===== config.mk =====
export PLATFORM = sky130hd
export DESIGN_NAME = clock_victim_sel
export DESIGN_NICKNAME = d
export VERILOG_FILES = /design/src/rtl/clksel_pkg.sv /design/src/rtl/ref_bit_array.sv /design/src/rtl/hand_ptr.sv /design/src/rtl/scan_ctrl.sv /design/src/rtl/clock_victim_sel.sv
export SDC_FILE = /design/constraint.sdc
export NUM_CORES = 1
export LEC_CHECK = 0
export BUFFER_PORTS_ARGS = -buffer_cell sky130_fd_sc_hd__clkbuf_2
export CAP_MARGIN = 10
export CORE_MARGIN = 1.5
export CORE_UTILIZATION = 54
export CTS_CLUSTER_DIAMETER = 60
export CTS_CLUSTER_SIZE = 20
export DETAILED_ROUTE_END_ITERATION = 12
export GPL_TIMING_DRIVEN = 0
export PLACE_DENSITY = 0.74
export SYNTH_ARGS = -nofsm -noshare
export SYNTH_HDL_FRONTEND = slang
export SYNTH_SLANG_ARGS = --single-unit
export TNS_END_PERCENT = 5

===== constraint.sdc =====
create_clock -name clk -period 2.4 [get_ports clk]
set_input_delay 0.24 -clock clk [delete_from_list [all_inputs] [get_ports clk]]
set_output_delay 0.24 -clock clk [all_outputs]
set_load 0.01 [all_outputs]

===== src/rtl/clksel_pkg.sv =====
package clksel_pkg;

   typedef enum logic {
      SCAN_IDLE = 1'b0,
      SCAN_RUN  = 1'b1
   } scan_state_e;

   function automatic bit is_pow2(input int unsigned v);
      return (v != 0) && ((v & (v - 1)) == 0);
   endfunction

endpackage


===== src/rtl/ref_bit_array.sv =====
module ref_bit_array #(
   parameter int unsigned N  = 8,
   parameter int unsigned IW = 3
) (
   input  logic          clk,
   input  logic          rst_n,
   input  logic          set_en,
   input  logic [IW-1:0] set_idx,
   input  logic          clr_en,
   input  logic [IW-1:0] clr_idx,
   output logic [N-1:0]  bits
);

   // One flop per frame; a set request outranks a clear on the same frame.
   for (genvar g = 0; g < N; g++) begin : g_bit
      logic hit_set;
      logic hit_clr;
      assign hit_set = set_en && (set_idx == IW'(g));
      assign hit_clr = clr_en && (clr_idx == IW'(g));

      always_ff @(posedge clk or negedge rst_n) begin
         if (!rst_n)       bits[g] <= 1'b0;
         else if (hit_set) bits[g] <= 1'b1;
         else if (hit_clr) bits[g] <= 1'b0;
      end
   end

endmodule


===== src/rtl/hand_ptr.sv =====
module hand_ptr #(
   parameter int unsigned N  = 8,
   parameter int unsigned IW = 3
) (
   input  logic          clk,
   input  logic          rst_n,
   input  logic          adv,
   output logic [IW-1:0] ptr
);
   import clksel_pkg::*;

   logic [IW-1:0] ptr_nx;

   if (is_pow2(N)) begin : g_wrap_free
      // Natural overflow of the index field closes the circle.
      assign ptr_nx = ptr + 1'b1;
   end else begin : g_wrap_cmp
      assign ptr_nx = (ptr == IW'(N - 1)) ? '0 : ptr + 1'b1;
   end

   always_ff @(posedge clk or negedge rst_n) begin
      if (!rst_n)   ptr <= '0;
      else if (adv) ptr <= ptr_nx;
   end

endmodule


===== src/rtl/scan_ctrl.sv =====
module scan_ctrl #(
   parameter int unsigned IW = 3
) (
   input  logic          clk,
   input  logic          rst_n,
   input  logic          evict_req,
   input  logic          hit_here,
   input  logic [IW-1:0] hand,
   output logic          busy,
   output logic          adv,
   output logic          clr_here,
   output logic          victim_valid,
   output logic [IW-1:0] victim_idx
);
   import clksel_pkg::*;

   scan_state_e state_q, state_d;

   assign busy     = (state_q == SCAN_RUN);
   assign adv      = busy;
   assign clr_here = busy && hit_here;

   always_comb begin
      state_d = state_q;
      case (state_q)
         SCAN_IDLE: if (evict_req) state_d = SCAN_RUN;
         SCAN_RUN:  if (!hit_here) state_d = SCAN_IDLE;
         default:   state_d = SCAN_IDLE;
      endcase
   end

   always_ff @(posedge clk or negedge rst_n) begin
      if (!rst_n) begin
         state_q      <= SCAN_IDLE;
         victim_valid <= 1'b0;
         victim_idx   <= '0;
      end else begin
         state_q      <= state_d;
         victim_valid <= busy && !hit_here;
         if (busy && !hit_here) victim_idx <= hand;
      end
   end

endmodule


===== src/rtl/clock_victim_sel.sv =====
module clock_victim_sel #(
   parameter int unsigned NUM_FRAMES = 8,
   localparam int unsigned IDX_W = (NUM_FRAMES > 1) ? $clog2(NUM_FRAMES) : 1
) (
   input  logic             clk,
   input  logic             rst_n,
   input  logic             acc_valid,
   input  logic [IDX_W-1:0] acc_frame,
   input  logic             evict_req,
   output logic             scan_busy,
   output logic             victim_valid,
   output logic [IDX_W-1:0] victim_idx
);

   if (NUM_FRAMES < 2) begin : g_bad_cfg
      $error("clock_victim_sel: NUM_FRAMES must be at least 2");
   end

   logic [NUM_FRAMES-1:0] ref_q;
   logic [IDX_W-1:0]      hand_q;
   logic                  adv;
   logic                  clr_here;
   logic                  acc_at_hand;
   logic                  hit_here;

   // An access landing on the examined frame counts as a reference this cycle.
   assign acc_at_hand = acc_valid && (acc_frame == hand_q);
   assign hit_here    = ref_q[hand_q] || acc_at_hand;

   ref_bit_array #(.N(NUM_FRAMES), .IW(IDX_W)) u_refs (
      .clk     (clk),
      .rst_n   (rst_n),
      .set_en  (acc_valid),
      .set_idx (acc_frame),
      .clr_en  (clr_here),
      .clr_idx (hand_q),
      .bits    (ref_q)
   );

   hand_ptr #(.N(NUM_FRAMES), .IW(IDX_W)) u_hand (
      .clk   (clk),
      .rst_n (rst_n),
      .adv   (adv),
      .ptr   (hand_q)
   );

   scan_ctrl #(.IW(IDX_W)) u_ctrl (
      .clk          (clk),
      .rst_n        (rst_n),
      .evict_req    (evict_req),
      .hit_here     (hit_here),
      .hand         (hand_q),
      .busy         (scan_busy),
      .adv          (adv),
      .clr_here     (clr_here),
      .victim_valid (victim_valid),
      .victim_idx   (victim_idx)
   );

endmodule


==> metrics, run 1 <==
status complete, no violations; Max clock buf depth 2; initial drt markers 16; Post-synth ARST share 1.000; root buffer selected by CTS clkbuf_4; met3 routed WL 76 um; Yosys reg bits 16; Critical Path Start Type flop; Seq/Total Area, Yosys 0.4501; Max Slew Vio Count 0; PD cells 1366 mW/mm2; Clock power frac 0.132; Fmax 549.1 MHz; placed inst area 954.7 um2; worst-margin pin slew 0.4080 ns; switching power 0.5649 mW; largest net degree at the start of global routing 17; max_slew headroom 0.7280; Initial Util 0.5837; Post-DP HPWL 1242 um; Core ar. 0.001524 mm2; wire per inst 14.68 um; TritonCTS clock tree built; EDFF count, synth 0; post-CTS sizing 0; # DRC 0; synth unique cells 26; site row count 14; most common cell after layout, fill and taps aside dfrtp_1; Yosys warnings 0; Main synth FF type dfrtp_1; layout cells sized above 1 0.1837; met2 WL 836 um; CTS buffer count 3; M1 WL 737 um; Final Net Count 112; unrepaired setup endpoints after global routing false; Net Count, Synth 97; combinational power share 0.492; Clock Skews 0.006686 ns; first-pass GRT wire length 2829 um; DR pass1 iterations 4; diodes inserted 0; vias per inst 5.982; GRT overflow 0; Chip Height 43.59 um; PortBufs 9; period utilization 0.7589; P&R area growth vs syn 12.52%; final critical-path required period 1.821 ns; final instance area 0.001001 mm2; worst skew pair latency 0.29 ns; # H-tree levels 1; Cells after Synth 84; Die X-Extent 43.59 um; final core occ 0.6568; routed via count 682; clock-pin slew of the registers on the worst-case setup and hold paths 0.09 ns; initial antenna violation count 0; Mean Syn Cell Area 10.59 um2; Final ANT Viol Nets 0; global-route usage over all layers 0.1998; crit path max fanout 8; Post-Syn Area 889.6 um2; Cell Int Power 0.8029 mW; Fill cells 125; vias in the first global route 656; Leak 0.4594 nW; top layer in use met4; Design Power 1.368 mW; Critical Path RT 2.57 ns; Final Worst Setup Slack 0.5787 ns; Final Hold Fails 0; Hold Crit Class primary input to flop; setup TNS 0 ns; critical path type flop to flop; count of maximum capacitance violations 0; Sw Share 0.4130; Placer Congestion 0.8334; I/O pins 12; Placement Setup Slack 0.5927 ns; Setup crit end kind flop; DIE AREA 0.001900 mm2; commonest cells after routing, fill and taps aside 16 x dfrtp_1, 10 x a21oi_1, 9 x clkbuf_2, 6 x nand2_1, 6 x ha_1; Setup Viol. Count Final 0; clk sinks 16; Crit path arrival time 1.99 ns; final wirelength 1673 um; Sequential Power Share 0.375; VDD IR max 806.1 uV
-- worst max-delay path: stages, from the launching register on --
cell	delay (ns)
dfrtp_1	0.42
buf_6	0.16
mux2i_1	0.12
mux4_2	0.52
nand3_2	0.15
mux2_1	0.34
-- logic make-up (layout without fill, tap and decap cells) --
group,after synthesis,in the layout,synth area share
AOI/OAI and AO/OA,24,24,0.1688
xor gates and xnor gates,4,4,0.03939
adders and majority gates,6,6,0.08439
buffers and inverters,11,25,0.05625
DFF,16,16,0.4501
muxes,9,9,0.1195
and+or+nand+nor,14,14,0.08156
-- metrics by stage --
| step | std cells | hold slack (ns) |
|---|---|---|
| after global routing | 114 | 0.1621 |
| after floorplan | 84 | -0.05559 |
| final | 114 | 0.1564 |
| after CTS | 114 | 0.1595 |
| after global placement | 109 | 0.1782 |
| after detailed placement | 109 | 0.1821 |
-- worst paths after layout --
path | start | endpoint | slack, ns | cells after the start
worst max-delay path | u_hand.ptr[0] | u_ctrl.victim_idx[0] | 0.58 | 5
worst min-delay path | evict_req | u_ctrl.adv | 0.16 | 2
worst max register to register | u_hand.ptr[0] | u_ctrl.victim_idx[0] | 0.58 | 5
worst min register to register | u_ctrl.victim_idx[2] | u_ctrl.victim_idx[2] | 0.50 | 1
max in group asynchronous | rst_n | u_refs.bits[1] | 1.74 | 2
min in group asynchronous | rst_n | u_refs.bits[6] | 0.39 | 2
-- registers in the layout (all words and copies together) (netlist names) --
name	cells
u_ctrl.victim_idx	3
u_ctrl.adv	1
u_ctrl.victim_valid	1
u_hand.ptr	3
u_refs.bits	8
-- power groups by stage --
| stage | clock [mW] | sequential (mW) | combinational [mW] |
|---|---|---|---|
| CTS | 0.183 | 0.515 | 0.677 |
| global route | 0.191 | 0.532 | 0.757 |
| finish | 0.181 | 0.513 | 0.674 |
| detailed placement | 0 | 0.521 | 0.674 |
| floorplan | 0 | 0.514 | 0.494 |
| global placement | 0 | 0.513 | 0.650 |
-- cell usage after synthesis, types with 2 or more instances --
| cell type | number | area share |
|---|---|---|
| dfrtp_1 | 16 | 0.45 |
| a21oi_1 | 10 | 0.056 |
| ha_1 | 6 | 0.084 |
| nand2_1 | 6 | 0.025 |
| inv_1 | 5 | 0.021 |
| mux2i_1 | 5 | 0.056 |
| a31oi_1 | 4 | 0.028 |
| a211oi_1 | 3 | 0.025 |
| a311oi_1 | 3 | 0.030 |
| mux2_1 | 3 | 0.038 |
| nor2b_1 | 3 | 0.021 |
| xnor2_1 | 3 | 0.030 |
| clkbuf_1 | 2 | 0.0084 |
| nand4_1 | 2 | 0.014 |
| o21ai_0 | 2 | 0.011 |
-- routing by layer --
metal,up-vias,GRT usage
li1,331,-
met1,322,0.2588
met2,24,0.3412
met3,5,0.03750
met4,0,0.05455
met5,-,0
-- cell type report --
cell class	instances	area, um2	share of cell area
Buffer	5	27.53	0.02750
Clock buffer	4	36.28	0.03625
Inverter	6	22.52	0.02250
Multi-Input combinational cell	57	439.2	0.4387
Sequential cell	16	400.4	0.4000
Tap cell	16	20.02	0.02000
Timing Repair Buffer	10	55.05	0.05500
-- what timing repair did --
action	CTS	global route
endpoints found under the hold margin	16	0
hold buffers	1	0
buffers inserted	0	0
setup endpoints to repair	0	0
Note: power is estimated with default switching activity, not from simulation.
==> run 2, diff against run 1 <==
Clock period 2.4 ns to 1.88 ns, I/O delays scaled along.
==> metrics, run 2 (synthesis gave the netlist of run 1 again) <==
diodes inserted 0 (unchanged); Reg with most FFs u_refs.bits; Placement Setup Slack 0.07270 ns (-0.5200 ns); wire per inst 14.83 um (+1.1%); Global Route met3 Usage 0.03750 (unchanged); Max Slew Vio Count 0 (unchanged); # DRC 0 (unchanged); P&R area growth vs syn 13.36%; DIE AREA 0.001900 mm2 (unchanged); Final ANT Viol Nets 0 (unchanged); Most Crowded Layer GR met2; Reg2Reg Depth 5 (unchanged); setup TNS 0 ns (unchanged); Fill cells 125 (unchanged); met1 usage 0.2588 (unchanged); Reg2Reg Capture Point u_ctrl.victim_idx[0]; r2r startpoint u_hand.ptr[0]; Post-DP HPWL 1242 um (unchanged); worst-margin pin slew 0.4165 ns (+0.008490 ns); count of maximum capacitance violations 0 (unchanged); PD cells 1758 mW/mm2 (+29%); root buffer selected by CTS clkbuf_4; routed via count 675 (-1.0%); most common cell after layout, fill and taps aside dfrtp_1; global-route usage over all layers 0.1998 (unchanged); Largest regs u_refs.bits: 8 flops, u_ctrl.victim_idx: 3 flops, u_hand.ptr: 3 flops; clk sinks 16 (unchanged); Finished Layout Cells 114 (unchanged); Max clock buf depth 2 (unchanged); TritonCTS clock tree built; Setup crit end kind flop; WHS 0.1060 ns (-0.05044 ns); Final Hold Fails 0 (unchanged); largest net degree at the start of global routing 17 (unchanged); flop2flop setup slack 0.06 ns (-0.51 ns); status complete, no violations; Final Worst Setup Slack 0.06463 ns (-0.5141 ns); Placed Cells 109 (unchanged); vias per inst 5.921 (-1.0%); vias in the first global route 656 (unchanged); initial drt markers 17 (+1); clock-pin slew of the registers on the worst-case setup and hold paths 0.09 ns (about the same); PortBufs 9 (unchanged); Placer Congestion 0.8334 (unchanged); DR pass1 iterations 4 (unchanged); initial antenna violation count 0 (unchanged); final wirelength 1691 um (+1.1%); VDD IR max 1006 uV (+25%); worst skew pair latency 0.29 ns (about the same); Leak 0.4601 nW (+0.16%); Hold Path End u_ctrl.adv; GR Util met2 0.3412 (unchanged); critical path type flop to flop; commonest cells after routing, fill and taps aside 16 x dfrtp_1, 10 x a21oi_1, 9 x clkbuf_2, 6 x nand2_1, 6 x ha_1; max reg flops 8 (unchanged); Final Net Count 112 (unchanged); site row count 14 (unchanged); # H-tree levels 1 (unchanged); hold path depth 2 (unchanged); Hold Crit Start evict_req; Crit path arrival time 1.99 ns (about the same); Critical Path RT 2.05 ns (-0.52 ns); first-pass GRT wire length 2829 um (unchanged); Post-CTS Setup Bufs 0 (unchanged); Setup Viol. Count Final 0 (unchanged); Initial Util 0.5837 (unchanged); I/O pins 12 (unchanged); layout cells sized above 1 0.1837 (unchanged); unrepaired setup endpoints after global routing false; Fmax 550.9 MHz (+0.33%); CTS buffer count 3 (unchanged); Hold Crit Class primary input to flop; period utilization 0.9656 (+0.2068); Core ar. 0.001524 mm2 (unchanged); Die X-Extent 43.59 um (unchanged); Critical Path Start Type flop; GRT overflow 0 (unchanged); Chip Height 43.59 um (unchanged); max_slew headroom 0.7223 (-0.005660); crit path max fanout 8 (unchanged); Clock Skews 0.006379 ns (-0.0003071 ns); final critical-path required period 1.815 ns (-0.005914 ns)
[run 2: cell count changes in the layout (fill, tap and decap cells not counted)]
| cell | previous run | this run |
|---|---|---|
| nand3_4 | 0 | 1 |
| nand3_2 | 1 | 0 |
[run 2: worst max-delay path, stage by stage (launching register included)]
cell	delay, ns
dfrtp_1	0.42
buf_6	0.16
mux2i_1	0.12
mux4_2	0.53
nand3_4	0.13
mux2_1	0.33
[run 2: final cells by class]
cell class	instances	area, um2	area share
Clock buffer	4	36.28	0.03598
Tap cell	16	20.02	0.01985
Timing Repair Buffer	10	55.05	0.05459
Sequential cell	16	400.4	0.3970
Inverter	6	22.52	0.02233
Buffer	5	27.53	0.02730
Multi-Input combinational cell	57	446.7	0.4429
[run 2: power by group]
group	internal (mW)	switching, mW
registers	0.524	0.134
clock network	0.118	0.113
logic	0.393	0.490
[run 2: worst max path at each step]
stage | start | endpoint | slack, ns | cells past startpoint
2_1_floorplan | u_hand.ptr[0] | u_ctrl.victim_idx[0] | 0.18 | 5
3_3_place_gp | u_hand.ptr[2] | u_ctrl.victim_idx[1] | 0.09 | 4
3_5_place_dp | u_hand.ptr[0] | u_ctrl.victim_idx[0] | 0.07 | 5
4_1_cts | u_hand.ptr[0] | u_ctrl.victim_idx[0] | 0.06 | 5
5_1_grt | u_hand.ptr[0] | u_ctrl.victim_idx[2] | 0.004 | 5
6_report | u_hand.ptr[0] | u_ctrl.victim_idx[0] | 0.06 | 5
[run 2: through the flow]
step | area [um2] | power (mW) | util
floorplan | 889.6 | 1.287 | -
global placement | 954.7 | 1.484 | 0.6264
detailed placement | 954.7 | 1.525 | 0.6264
CTS | 1001 | 1.755 | 0.6568
global route | 1008 | 1.914 | 0.6617
finish | 1008 | 1.773 | 0.6617
[run 2: timing repair]
item	4_1_cts	5_1_grt
endpoints found under the setup margin	0	3
hold buffers	1	0
endpoints found under the hold margin	16	0
gates resized for setup	0	1
[run 2: layer usage]
layer | share of wire | wire [um]
met1 | 0.46 | 778
met2 | 0.49 | 833
met3 | 0.037 | 63
met4 | 0.0089 | 15
met5 | 0 | 0
